## src/rtl/lcd_cap_pkg.sv

```systemverilog
package lcd_cap_pkg;

    // Controller states of the capture engine
    typedef enum logic [2:0] {
        ST_NOFRAME = 3'd0,
        ST_GAP     = 3'd1,
        ST_GRAB    = 3'd2,
        ST_FULL    = 3'd3,
        ST_SKIP    = 3'd4
    } cap_state_t;

    // One panel pixel, 4 bits per primary
    typedef struct packed {
        logic [3:0] red;
        logic [3:0] green;
        logic [3:0] blue;
    } rgb444_t;

endpackage

```

## src/rtl/lcd_cap_sync.sv

```systemverilog
module lcd_cap_sync #(
    parameter int          N       = 3,
    parameter logic [N-1:0] RST_VAL = '0
) (
    input  logic         clk,
    input  logic         rst_n,
    input  logic [N-1:0] async_in,
    output logic [N-1:0] level,
    output logic [N-1:0] rise,
    output logic [N-1:0] fall
);

    for (genvar i = 0; i < N; i++) begin : g_bit
        logic meta_q;
        logic sync_q;
        logic hist_q;

        always_ff @(posedge clk or negedge rst_n) begin
            if (!rst_n) begin
                meta_q <= RST_VAL[i];
                sync_q <= RST_VAL[i];
                hist_q <= RST_VAL[i];
            end else begin
                meta_q <= async_in[i];
                sync_q <= meta_q;
                hist_q <= sync_q;
            end
        end

        assign level[i] = sync_q;
        assign rise[i]  = sync_q & ~hist_q;
        assign fall[i]  = ~sync_q & hist_q;
    end

endmodule

```

## src/rtl/lcd_cap_sampler.sv

```systemverilog
module lcd_cap_sampler
    import lcd_cap_pkg::*;
#(
    parameter int C_W            = 12,
    parameter bit SAMPLE_ON_RISE = 1'b1
) (
    input  logic           clk,
    input  logic           rst_n,
    input  logic           pclk_rise,
    input  logic           pclk_fall,
    input  logic [C_W-1:0] bus_rgb,
    output logic           smp_valid,
    output logic [C_W-1:0] smp_data
);

    logic edge_hit;
    logic edge_dly_q;

    // Choose which pixel-clock edge qualifies the bus
    if (SAMPLE_ON_RISE) begin : g_rise
        assign edge_hit = pclk_rise;
    end else begin : g_fall
        assign edge_hit = pclk_fall;
    end

    always_ff @(posedge clk or negedge rst_n) begin
        if (!rst_n) begin
            edge_dly_q <= 1'b0;
            smp_valid  <= 1'b0;
            smp_data   <= '0;
        end else begin
            edge_dly_q <= edge_hit;
            smp_valid  <= edge_dly_q;
            if (edge_dly_q) begin
                smp_data <= bus_rgb;
            end
        end
    end

endmodule

```

## src/rtl/lcd_cap_fsm.sv

```systemverilog
module lcd_cap_fsm
    import lcd_cap_pkg::*;
#(
    parameter int H_ACTIVE = 160,
    parameter int V_ACTIVE = 152,
    parameter int C_W      = 12,
    parameter int X_W      = $clog2(H_ACTIVE),
    parameter int Y_W      = $clog2(V_ACTIVE)
) (
    input  logic           clk,
    input  logic           rst_n,
    input  logic           frame_start,
    input  logic           line_start,
    input  logic           smp_valid,
    input  logic [C_W-1:0] smp_data,
    output logic [C_W-1:0] pix_data,
    output logic [X_W-1:0] pix_x,
    output logic [Y_W-1:0] pix_y,
    output logic           pix_we,
    output logic           sof_pulse,
    output logic           sol_pulse,
    output logic           frame_err
);

    localparam int              LC_W   = $clog2(V_ACTIVE + 2) + 1;
    localparam logic [LC_W-1:0] V_LIM  = LC_W'(V_ACTIVE);
    localparam logic [LC_W-1:0] LC_MAX = '1;
    localparam logic [X_W-1:0]  X_LAST = X_W'(H_ACTIVE - 1);

    cap_state_t      state_q;
    cap_state_t      state_nx;
    logic [X_W-1:0]  x_cnt_q;
    logic [LC_W-1:0] line_cnt_q;
    logic            frame_open_q;
    logic            take_pix;

    assign take_pix = smp_valid && (state_q == ST_GRAB);

    // Next-state decision
    always_comb begin
        state_nx = state_q;
        unique case (state_q)
            ST_NOFRAME: begin
                if (frame_start) state_nx = ST_GAP;
            end
            ST_GAP, ST_FULL, ST_SKIP: begin
                if (frame_start)          state_nx = ST_GAP;
                else if (line_start)      state_nx = (line_cnt_q < V_LIM) ? ST_GRAB : ST_SKIP;
            end
            ST_GRAB: begin
                if (frame_start)          state_nx = ST_GAP;
                else if (line_start)      state_nx = (line_cnt_q < V_LIM) ? ST_GRAB : ST_SKIP;
                else if (take_pix && x_cnt_q == X_LAST) state_nx = ST_FULL;
            end
            default: state_nx = ST_NOFRAME;
        endcase
    end

    // State register
    always_ff @(posedge clk or negedge rst_n) begin
        if (!rst_n) begin
            state_q <= ST_NOFRAME;
        end else begin
            state_q <= state_nx;
        end
    end

    // Counters, flags and outputs
    always_ff @(posedge clk or negedge rst_n) begin
        if (!rst_n) begin
            pix_data     <= '0;
            pix_x        <= '0;
            pix_y        <= '0;
            pix_we       <= 1'b0;
            sof_pulse    <= 1'b0;
            sol_pulse    <= 1'b0;
            frame_err    <= 1'b0;
            x_cnt_q      <= '0;
            line_cnt_q   <= '0;
            frame_open_q <= 1'b0;
        end else begin
            pix_we    <= 1'b0;
            sof_pulse <= 1'b0;
            sol_pulse <= 1'b0;
            if (frame_start) begin
                sof_pulse    <= 1'b1;
                frame_open_q <= 1'b1;
                if (frame_open_q && line_cnt_q != V_LIM) begin
                    frame_err <= 1'b1;
                end
                line_cnt_q <= '0;
                x_cnt_q    <= '0;
            end else if (line_start && state_q != ST_NOFRAME) begin
                x_cnt_q <= '0;
                if (line_cnt_q < V_LIM) begin
                    sol_pulse <= 1'b1;
                    pix_y     <= Y_W'(line_cnt_q);
                end
                if (line_cnt_q != LC_MAX) begin
                    line_cnt_q <= line_cnt_q + 1'b1;
                end
            end else if (take_pix) begin
                pix_we   <= 1'b1;
                pix_data <= smp_data;
                pix_x    <= x_cnt_q;
                x_cnt_q  <= x_cnt_q + 1'b1;
            end
        end
    end

endmodule

```

## src/rtl/lcd_capture.sv

```systemverilog
module lcd_capture
    import lcd_cap_pkg::*;
#(
    parameter  int H_ACTIVE = 160,
    parameter  int V_ACTIVE = 152,
    parameter  int C_W      = 12,
    localparam int X_W      = $clog2(H_ACTIVE),
    localparam int Y_W      = $clog2(V_ACTIVE)
) (
    input  logic           clk,
    input  logic           rst_n,
    input  logic           lcd_pclk,
    input  logic           lcd_vsync_n,
    input  logic           lcd_line,
    input  logic [C_W-1:0] lcd_rgb,
    output logic [C_W-1:0] pix_data,
    output logic [X_W-1:0] pix_x,
    output logic [Y_W-1:0] pix_y,
    output logic           pix_we,
    output logic           sof_pulse,
    output logic           sol_pulse,
    output logic           frame_err
);

    // Bit order of the synchronized control bundle
    localparam int BIT_PCLK  = 0;
    localparam int BIT_VSYNC = 1;
    localparam int BIT_LINE  = 2;

    logic [2:0]     ctl_raw;
    logic [2:0]     ctl_lvl;
    logic [2:0]     ctl_rise;
    logic [2:0]     ctl_fall;
    logic           smp_valid;
    logic [C_W-1:0] smp_data;

    assign ctl_raw = {lcd_line, lcd_vsync_n, lcd_pclk};

    lcd_cap_sync #(
        .N       (3),
        .RST_VAL (3'b010)
    ) u_sync (
        .clk      (clk),
        .rst_n    (rst_n),
        .async_in (ctl_raw),
        .level    (ctl_lvl),
        .rise     (ctl_rise),
        .fall     (ctl_fall)
    );

    lcd_cap_sampler #(
        .C_W            (C_W),
        .SAMPLE_ON_RISE (1'b1)
    ) u_sampler (
        .clk       (clk),
        .rst_n     (rst_n),
        .pclk_rise (ctl_rise[BIT_PCLK]),
        .pclk_fall (ctl_fall[BIT_PCLK]),
        .bus_rgb   (lcd_rgb),
        .smp_valid (smp_valid),
        .smp_data  (smp_data)
    );

    lcd_cap_fsm #(
        .H_ACTIVE (H_ACTIVE),
        .V_ACTIVE (V_ACTIVE),
        .C_W      (C_W),
        .X_W      (X_W),
        .Y_W      (Y_W)
    ) u_fsm (
        .clk         (clk),
        .rst_n       (rst_n),
        .frame_start (ctl_fall[BIT_VSYNC]),
        .line_start  (ctl_rise[BIT_LINE]),
        .smp_valid   (smp_valid),
        .smp_data    (smp_data),
        .pix_data    (pix_data),
        .pix_x       (pix_x),
        .pix_y       (pix_y),
        .pix_we      (pix_we),
        .sof_pulse   (sof_pulse),
        .sol_pulse   (sol_pulse),
        .frame_err   (frame_err)
    );

    // Levels are kept for observation only; edges drive the logic
    logic unused_lvl;
    assign unused_lvl = ^{ctl_lvl, ctl_rise[BIT_PCLK], ctl_fall[BIT_LINE],
                          ctl_rise[BIT_VSYNC]};

endmodule

```

## config.mk

```make
export PLATFORM = sky130hd
export DESIGN_NAME = lcd_capture
export DESIGN_NICKNAME = d
export VERILOG_FILES = /design/src/rtl/lcd_cap_pkg.sv /design/src/rtl/lcd_cap_sync.sv /design/src/rtl/lcd_cap_sampler.sv /design/src/rtl/lcd_cap_fsm.sv /design/src/rtl/lcd_capture.sv
export SDC_FILE = /design/constraint.sdc
export NUM_CORES = 1
export LEC_CHECK = 0
export ABC_CLOCK_PERIOD_IN_PS = 2600
export BUFFER_PORTS_ARGS = -buffer_cell sky130_fd_sc_hd__buf_2
export CAP_MARGIN = 20
export CORE_MARGIN = 4
export CORE_UTILIZATION = 56
export DETAILED_ROUTE_END_ITERATION = 10
export PLACE_DENSITY = 0.79
export SLEW_MARGIN = 40
export SYNTH_ARGS = -nofsm -noshare
export SYNTH_HDL_FRONTEND = slang
export SYNTH_SLANG_ARGS = --single-unit
```

## constraint.sdc

```tcl
create_clock -name clk -period 2.6 [get_ports clk]
set_clock_uncertainty 0.05 [all_clocks]
set_input_delay 0.52 -clock clk [delete_from_list [all_inputs] [get_ports clk]]
set_output_delay 0.52 -clock clk [all_outputs]
set_load 0.05 [all_outputs]
```

==> implementation parameters, run 1 <==
Parameter                              Value

Global route
  Total global routing overflow ... 0
  Antenna violations before repair ... 0
  All-layer global routing usage ... 18.1%
  First-pass GRT wire length ... 9.34 mm
  Largest net degree at the start of global routing ... 40
  Vias in the first global route ... 2035

Placement
  Port bufs ... 48
  DPL Wire Length ... 3.59 mm
  Worst setup slack after placement ... 0.425 ns
  RePlAce Congestion ... 0.821

Detailed routing
  Avg WL per Cell ... 13.9 um
  DRT Wirelength ... 5.11 mm
  Detailed-route vias per instance ... 5.28
  Detailed-router iteration count before antenna repair ... 4
  Number of nets with antenna violations after detailed routing ... 0
  DR vias ... 1942
  Residual DRC ... 0
  Violation count after the first detailed-routing iteration ... 150

STA
  Post-Route Setup TNS ... 0 ns
  Least-Margin Pin Slew ... 0.609 ns
  Final setup vio count ... 0
  Unrepaired setup endpoints after global routing ... no
  Min Hold Slack ... 0.0895 ns
  Ratio of final minimum period to clock period ... 84.6%
  Fmax ... 454 MHz
  Final Slew Violations ... 0
  Minimum period implied by the final worst setup slack ... 2.20 ns
  Final hold violation count ... 0
  Least setup slack across all paths after layout ... 0.399 ns
  Worst slew margin ... 59.1%

Clocking
  Clock latency reported for the late side of the worst-skew pair ... 0.34 ns
  Cts hold-fix bufs ... 0
  Clock Pin Slew Worst Setup and Hold Paths ... 0.08 ns
  Setup repair bufs after CTS ... 0
  Post-cts gate resize count ... 0
  Num Clock Sinks ... 76
  H-tree levels ... 3
  Buffers from clock root to sink, at most ... 2
  Cell at the root of the clock tree ... clkbuf_8
  Clock buffer count from CTS ... 9
  TritonCTS clock tree ... built

Pwr
  Sequential power share ... 47.0%
  Proportion of total power due to net switching ... 36.5%
  Proportion of power drawn by the clock network ... 26.0%
  Static Leak ... 0.00176 uW
  Comb pwr share ... 27.0%
  Switching component of the power ... 1140 uW
  Total internal power ... 1980 uW
  Largest voltage drop on the vdd net ... 0.000666 V
  PwrDens ... 869 nW/um^2

Floorplan
  Area of the die ... 6790 um^2
  CORE AREA ... 5240 um^2
  Initial core utilization ... 59.1%
  Number of rows created at floorplan ... 26
  Floorplan die height ... 82.4 um
  Die X-Extent ... 82.4 um
  I/O pin total ... 49

Setup path
  Data required time at the worst endpoint ... 2.82 ns
  Type of origin of the critical path ... register
  Worst Setup End Kind ... register
  Critical Path, Cell by Cell ... ha_1 > nand2_1 > nor3_1 > ha_1 > or3_1 > or3_1 > a21oi_1
  Largest fanout on the critical path ... 7
  Crit-path slowest cell ... or3_1
  Arrival time reported for the critical path endpoint ... 2.42 ns
  Type of the worst setup path ... register to register
  Max stage delay on crit path ... 0.50 ns

Layout
  Sequential cell area ... 1910 um^2
  Nets ... 314
  Total area of multi-input combinational cells ... 1090 um^2
  Total inserted antenna cells ... 0
  FILL cells ... 394
  P&R area growth vs syn ... 16.0%
  Share of post-route cells with drive strength above 1 ... 38.3%
  Share of the core filled with cells ... 68.6%

Logic synthesis
  Cell count after synthesis ... 241
  Post-synthesis cell type count ... 40
  Mapped cell area ... 3100 um^2
  Number of flops mapped to enable cells by yosys ... 0
  Most common flop cell mapped by yosys ... dfrtp_1
  Share of the yosys chip area belonging to registers ... 61.5%
  Mean Syn Cell Area ... 12.9 um^2
  Share of flip-flops with an asynchronous set or reset ... 100%
  Count of state elements after synthesis ... 76
  Synthesized netlist net count ... 262
  Number of warning messages in the yosys log ... 0

Worst hold path
  Class of the most critical hold timing path ... primary input to async pin

Outcome
  Status ... completed

Job
  Maximum Capacitance Violations ... 0
sequential cells by signal, indices dropped and copies added, names as in the netlist, 3 cells and up:
| name | cells |
|---|---|
| u_sync.g_bit.meta_q | 3 |
| u_fsm.pix_x | 8 |
| u_fsm.line_cnt_q | 9 |
| u_sync.g_bit.sync_q | 3 |
| u_sync.g_bit.hist_q | 3 |
| u_fsm.pix_y | 8 |
| u_fsm.pix_data | 12 |
| u_fsm.state_q | 3 |
| u_fsm.x_cnt_q | 8 |
| u_sampler.smp_data | 12 |
logic make-up after synthesis:
kind of cell	after synthesis	synth area share [%]
flops	76	61.5
simple gates	68	11.8
mux	38	13.8
compound gates	22	4.48
buf+inv	20	3.19
xor+xnor	13	3.68
fa+ha+maj	4	1.62
cells in the final DEF, fill, tap and decap left out, types with 6 or more instances in the layout:
cell      instances
dfrtp_1          73
buf_2            47
mux2_2           37
nand2_1          19
nor2_1           17
clkbuf_8         10
inv_1             9
o21ai_0           7
xor2_1            7
nor3_1            6
xnor2_1           6
critical path, delay by kind of cell (launching register included):
family	cells	cell delay, ns
and+or+nand+nor	4	1.05
adders and majority gates	2	0.46
DFF	1	0.44
AOI/OAI and AO/OA	1	0.14
layer usage:
metal	wire (um)	vias to the layer above	GRT usage, %
met5	0	-	0
met4	76	0	7.31
met3	298	9	5.10
met2	2420	38	28.7
met1	2320	968	23.6
li1	-	927	-
layout make-up:
class / count / share of cell area (%)
clock inverter: 6 / 1.36
multi-input combinational: 145 / 30.4
tap: 70 / 2.44
clock buffer: 10 / 3.83
inverter: 9 / 0.940
timing repair buffer: 52 / 7.94
sequential: 76 / 53.0
synthesized netlist by cell type (all sizes together) (2+ instances only):
cell    instances  share of area (%)
nor3            7                1.5
or3             2               0.40
inv             9                1.1
nand2b          3               0.85
a21oi           6                1.1
nand3           5               0.81
nand2          19                2.3
buf             9                1.8
nor2           17                2.1
dfrtp          73                 59
o31ai           2               0.48
ha              4                1.6
mux2           37                 13
o211ai          2               0.48
dfstp           3                2.5
nand4           4               0.81
xnor2           6                1.7
clkbuf          2               0.28
o21ai           8                1.4
and3            2               0.40
xor2            7                2.0
nor4            4                1.3
power by group through the flow:
| stage | Clock [uW] | Sequential, uW | Combinational [uW] |
|---|---|---|---|
| after detailed placement | 0 | 1490 | 854 |
| final | 811 | 1470 | 843 |
| after global routing | 900 | 1490 | 906 |
| after floorplan | 0 | 1840 | 284 |
| after global placement | 0 | 1480 | 831 |
| after CTS | 831 | 1470 | 854 |
per-stage QoR:
step | total power [uW] | area [um^2] | instances
floorplan | 2130 | 3100 | 241
global placement | 2320 | 3410 | 352
detailed placement | 2340 | 3410 | 352
CTS | 3150 | 3590 | 368
global route | 3300 | 3590 | 368
finish | 3120 | 3590 | 368
final timing paths:
kind,start,endpoint,slack (ns),depth (start not counted)
max in group asynchronous,rst_n,u_sync.g_bit[1].meta_q$_DFF_PN1_,1.78,2
setup reg to reg,u_fsm.line_cnt_q[0]$_DFFE_PN0P_,u_fsm.line_cnt_q[3]$_DFFE_PN0P_,0.40,7
hold reg to reg,u_sync.g_bit[2].meta_q$_DFF_PN0_,u_sync.g_bit[2].sync_q$_DFF_PN0_,0.31,0
hold / removal,rst_n,u_fsm.x_cnt_q[7]$_DFFE_PN0P_,0.09,1
setup / recovery,u_fsm.line_cnt_q[0]$_DFFE_PN0P_,u_fsm.line_cnt_q[3]$_DFFE_PN0P_,0.40,7
min in group clk,lcd_vsync_n,u_sync.g_bit[1].meta_q$_DFF_PN1_,0.23,1
Note: power is estimated with default switching activity, not from simulation.
==> run 2, diff against run 1 <==
Settings changed: ABC_CLOCK_PERIOD_IN_PS 2600 to 1980, CORE_UTILIZATION 56 to 50, PLACE_DENSITY 0.79 to 0.75.
Clock period 2.6 ns to 1.98 ns, I/O delays scaled along.
==> run 2 against run 1 <==
Against the previous run: first-iteration DRC count fell by 24%; via count rose by 4.8%; clock power rose by 58%; core utilization fell by 4.1 points; sequential power rose by 30%; routed wire length rose by 8.6%; combinational power rose by 40%; maximum frequency rose by 13%; largest cell class unchanged; largest power group unchanged.
==> implementation parameters, run 2 (synthesis gave the netlist of run 1 again) <==
Parameter                              Value

Layout
  FILL cells ... 466 (+18%)
  Total area of multi-input combinational cells ... 1140 um^2 (+4.7%)
  Nets ... 333 (+6.1%)
  Total inserted antenna cells ... 0 (unchanged)
  Leading cell type in the layout, fill and taps excluded ... dfrtp_1
  Final non-filler cell area ... 3840 um^2 (+6.9%)
  P&R area growth vs syn ... 23.9%
  Commonest non-fill, non-tap cells in the layout ... 73 x dfrtp_1, 47 x buf_2, 37 x mux2_2
  Largest registers ... u_fsm.pix_data (12), u_sampler.smp_data (12), u_fsm.line_cnt_q (9)
  Share of post-route cells with drive strength above 1 ... 43.8% (+5.6 points)
  Sequential cell area ... 1910 um^2 (unchanged)

Job
  Maximum Capacitance Violations ... 0 (unchanged)

Floorplan
  Die X-Extent ... 86.7 um (+5.3%)
  I/O pin total ... 49 (unchanged)
  Area of the die ... 7520 um^2 (+11%)
  Initial core utilization ... 52.0% (-7.1 points)
  Number of rows created at floorplan ... 28 (+7.7%)
  Floorplan die height ... 86.7 um (+5.3%)
  CORE AREA ... 5960 um^2 (+14%)

Setup path
  Worst reg2reg path startpoint ... u_fsm.line_cnt_q[0]$_DFFE_PN0P_
  Type of origin of the critical path ... register
  Arrival time reported for the critical path endpoint ... 2.16 ns (-0.26 ns)
  Largest fanout on the critical path ... 7 (unchanged)
  Capture instance of the worst register-to-register path ... u_fsm.line_cnt_q[3]$_DFFE_PN0P_
  Type of the worst setup path ... register to register
  Setup slack on the worst flop-to-flop path ... 0.03 ns (-0.37 ns)
  Cell depth of the worst flop-to-flop path ... 7 (unchanged)
  Data required time at the worst endpoint ... 2.19 ns (-0.63 ns)
  Worst Setup End Kind ... register

Detailed routing
  Residual DRC ... 0 (unchanged)
  DRT Wirelength ... 5.55 mm (+8.6%)
  Avg WL per Cell ... 14.2 um (+1.9%)
  Violation count after the first detailed-routing iteration ... 114 (-24%)
  Number of nets with antenna violations after detailed routing ... 0 (unchanged)
  DR vias ... 2035 (+4.8%)
  Detailed-router iteration count before antenna repair ... 4 (unchanged)
  Detailed-route vias per instance ... 5.19 (-1.6%)

Worst hold path
  End point of the worst hold path ... u_sync.g_bit[1].meta_q$_DFF_PN1_
  Cells on Worst Hold Path ... 1
  Source of the worst hold timing path ... lcd_vsync_n
  Class of the most critical hold timing path ... primary input to register

Clocking
  Num Clock Sinks ... 76 (unchanged)
  H-tree levels ... 3 (unchanged)
  Buffers from clock root to sink, at most ... 2 (unchanged)
  Cell at the root of the clock tree ... clkbuf_8
  Clock Pin Slew Worst Setup and Hold Paths ... 0.07 ns (about the same)
  Clock latency reported for the late side of the worst-skew pair ... 0.34 ns (about the same)
  Clock buffer count from CTS ... 9 (unchanged)
  TritonCTS clock tree ... built

STA
  Ratio of final minimum period to clock period ... 98.3% (+14 points)
  Least-Margin Pin Slew ... 0.554 ns (-0.0557 ns)
  Final setup vio count ... 0 (unchanged)
  Final Slew Violations ... 0 (unchanged)
  Worst slew margin ... 63.1% (+4.0 points)
  Fmax ... 514 MHz (+13%)
  Final hold violation count ... 0 (unchanged)
  Min Hold Slack ... 0.107 ns (+0.0171 ns)
  Minimum period implied by the final worst setup slack ... 1.95 ns (-0.255 ns)
  Post-Route Setup TNS ... 0 ns (unchanged)
  Unrepaired setup endpoints after global routing ... yes

Outcome
  Status ... completed

Global route
  Vias in the first global route ... 2124 (+4.4%)
  All-layer global routing usage ... 16.7% (-1.5 points)
  Largest net degree at the start of global routing ... 44 (+10%)
  First-pass GRT wire length ... 9.65 mm (+3.3%)
  Antenna violations before repair ... 0 (unchanged)
  Busiest layer in global routing ... met2
  Global routing met3 resource utilization ... 6.75% (+1.7 points)
  GRT met2 Usage ... 25.8% (-2.9 points)
  Global-route track usage on met1 ... 20.6% (-3.0 points)
  Total global routing overflow ... 0 (unchanged)

Placement
  RePlAce Congestion ... 0.837 (+1.9%)
  Port bufs ... 48 (unchanged)
  Instance area at placement ... 3550 um^2 (+4.4%)
  DPL Wire Length ... 3.80 mm (+6.1%)

Pwr
  Largest voltage drop on the vdd net ... 0.000781 V (+17%)
  PwrDens ... 1140 nW/um^2 (+31%)
  Static Leak ... 0.00191 uW (+8.4%)
run 2: timing repair:
| action | in CTS | in global routing |
|---|---|---|
| gates cloned | 0 | 0 |
| gates resized for setup | 1 | 9 |
| endpoints found under the hold margin | 30 | 0 |
| pin swaps | 0 | 8 |
| hold buffers | 1 | 0 |
| setup endpoints to repair | 4 | 6 |
| buffers inserted | 0 | 1 |
run 2: layout make-up:
type	count	share of cell area, %
Clock buffer	12	3.78
Clock inverter	4	1.89
Inverter	9	0.880
Multi-Input combinational cell	145	29.8
Sequential cell	76	49.6
Tap cell	75	2.44
Timing Repair Buffer	71	11.5
run 2: worst max path at each step:
stage	start	slack, ns	endpoint
3_5_place_dp	u_fsm.line_cnt_q[1]$_DFFE_PN0P_	-0.04	u_fsm.line_cnt_q[3]$_DFFE_PN0P_
5_1_grt	u_fsm.line_cnt_q[0]$_DFFE_PN0P_	-0.03	u_fsm.line_cnt_q[5]$_DFFE_PN0P_
4_1_cts	u_fsm.line_cnt_q[1]$_DFFE_PN0P_	0.02	u_fsm.line_cnt_q[3]$_DFFE_PN0P_
2_1_floorplan	u_fsm.line_cnt_q[0]$_DFFE_PN0P_	0.02	u_fsm.line_cnt_q[3]$_DFFE_PN0P_
6_report	u_fsm.line_cnt_q[0]$_DFFE_PN0P_	0.03	u_fsm.line_cnt_q[3]$_DFFE_PN0P_
3_3_place_gp	u_fsm.line_cnt_q[1]$_DFFE_PN0P_	0.02	u_fsm.line_cnt_q[3]$_DFFE_PN0P_
run 2: critical path, stage by stage (launching register included):
cell and delay [ns]:
dfrtp_1 0.39, ha_2 0.21, nand2_4 0.08, nor3_2 0.05, ha_2 0.17, or3_4 0.45, or3_1 0.37, a21oi_1 0.12
run 2: through the flow:
stage	power [uW]	util [%]	setup slack (ns)	instances
final	4380	64.5	0.0340	392
after global routing	4620	64.5	-0.0325	392
after CTS	4410	63.6	0.0239	391
after detailed placement	3110	59.7	-0.0411	374
after global placement	3090	59.7	0.0165	374
after floorplan	2790	-	0.0167	241
run 2: per-layer routing:
| layer | up-vias | share of wire, % |
|---|---|---|
| met5 | - | 0 |
| met4 | 0 | 0.90 |
| met3 | 6 | 6.2 |
| met2 | 56 | 49 |
| met1 | 1001 | 44 |
| li1 | 972 | - |
run 2: where the power goes:
part | internal, uW | leakage [uW] | switching [uW]
Combinational | 380 | 0.000831 | 805
Sequential | 1780 | 0.000970 | 133
Clock | 744 | 0.000107 | 539
Total | 2900 | 0.00191 | 1480
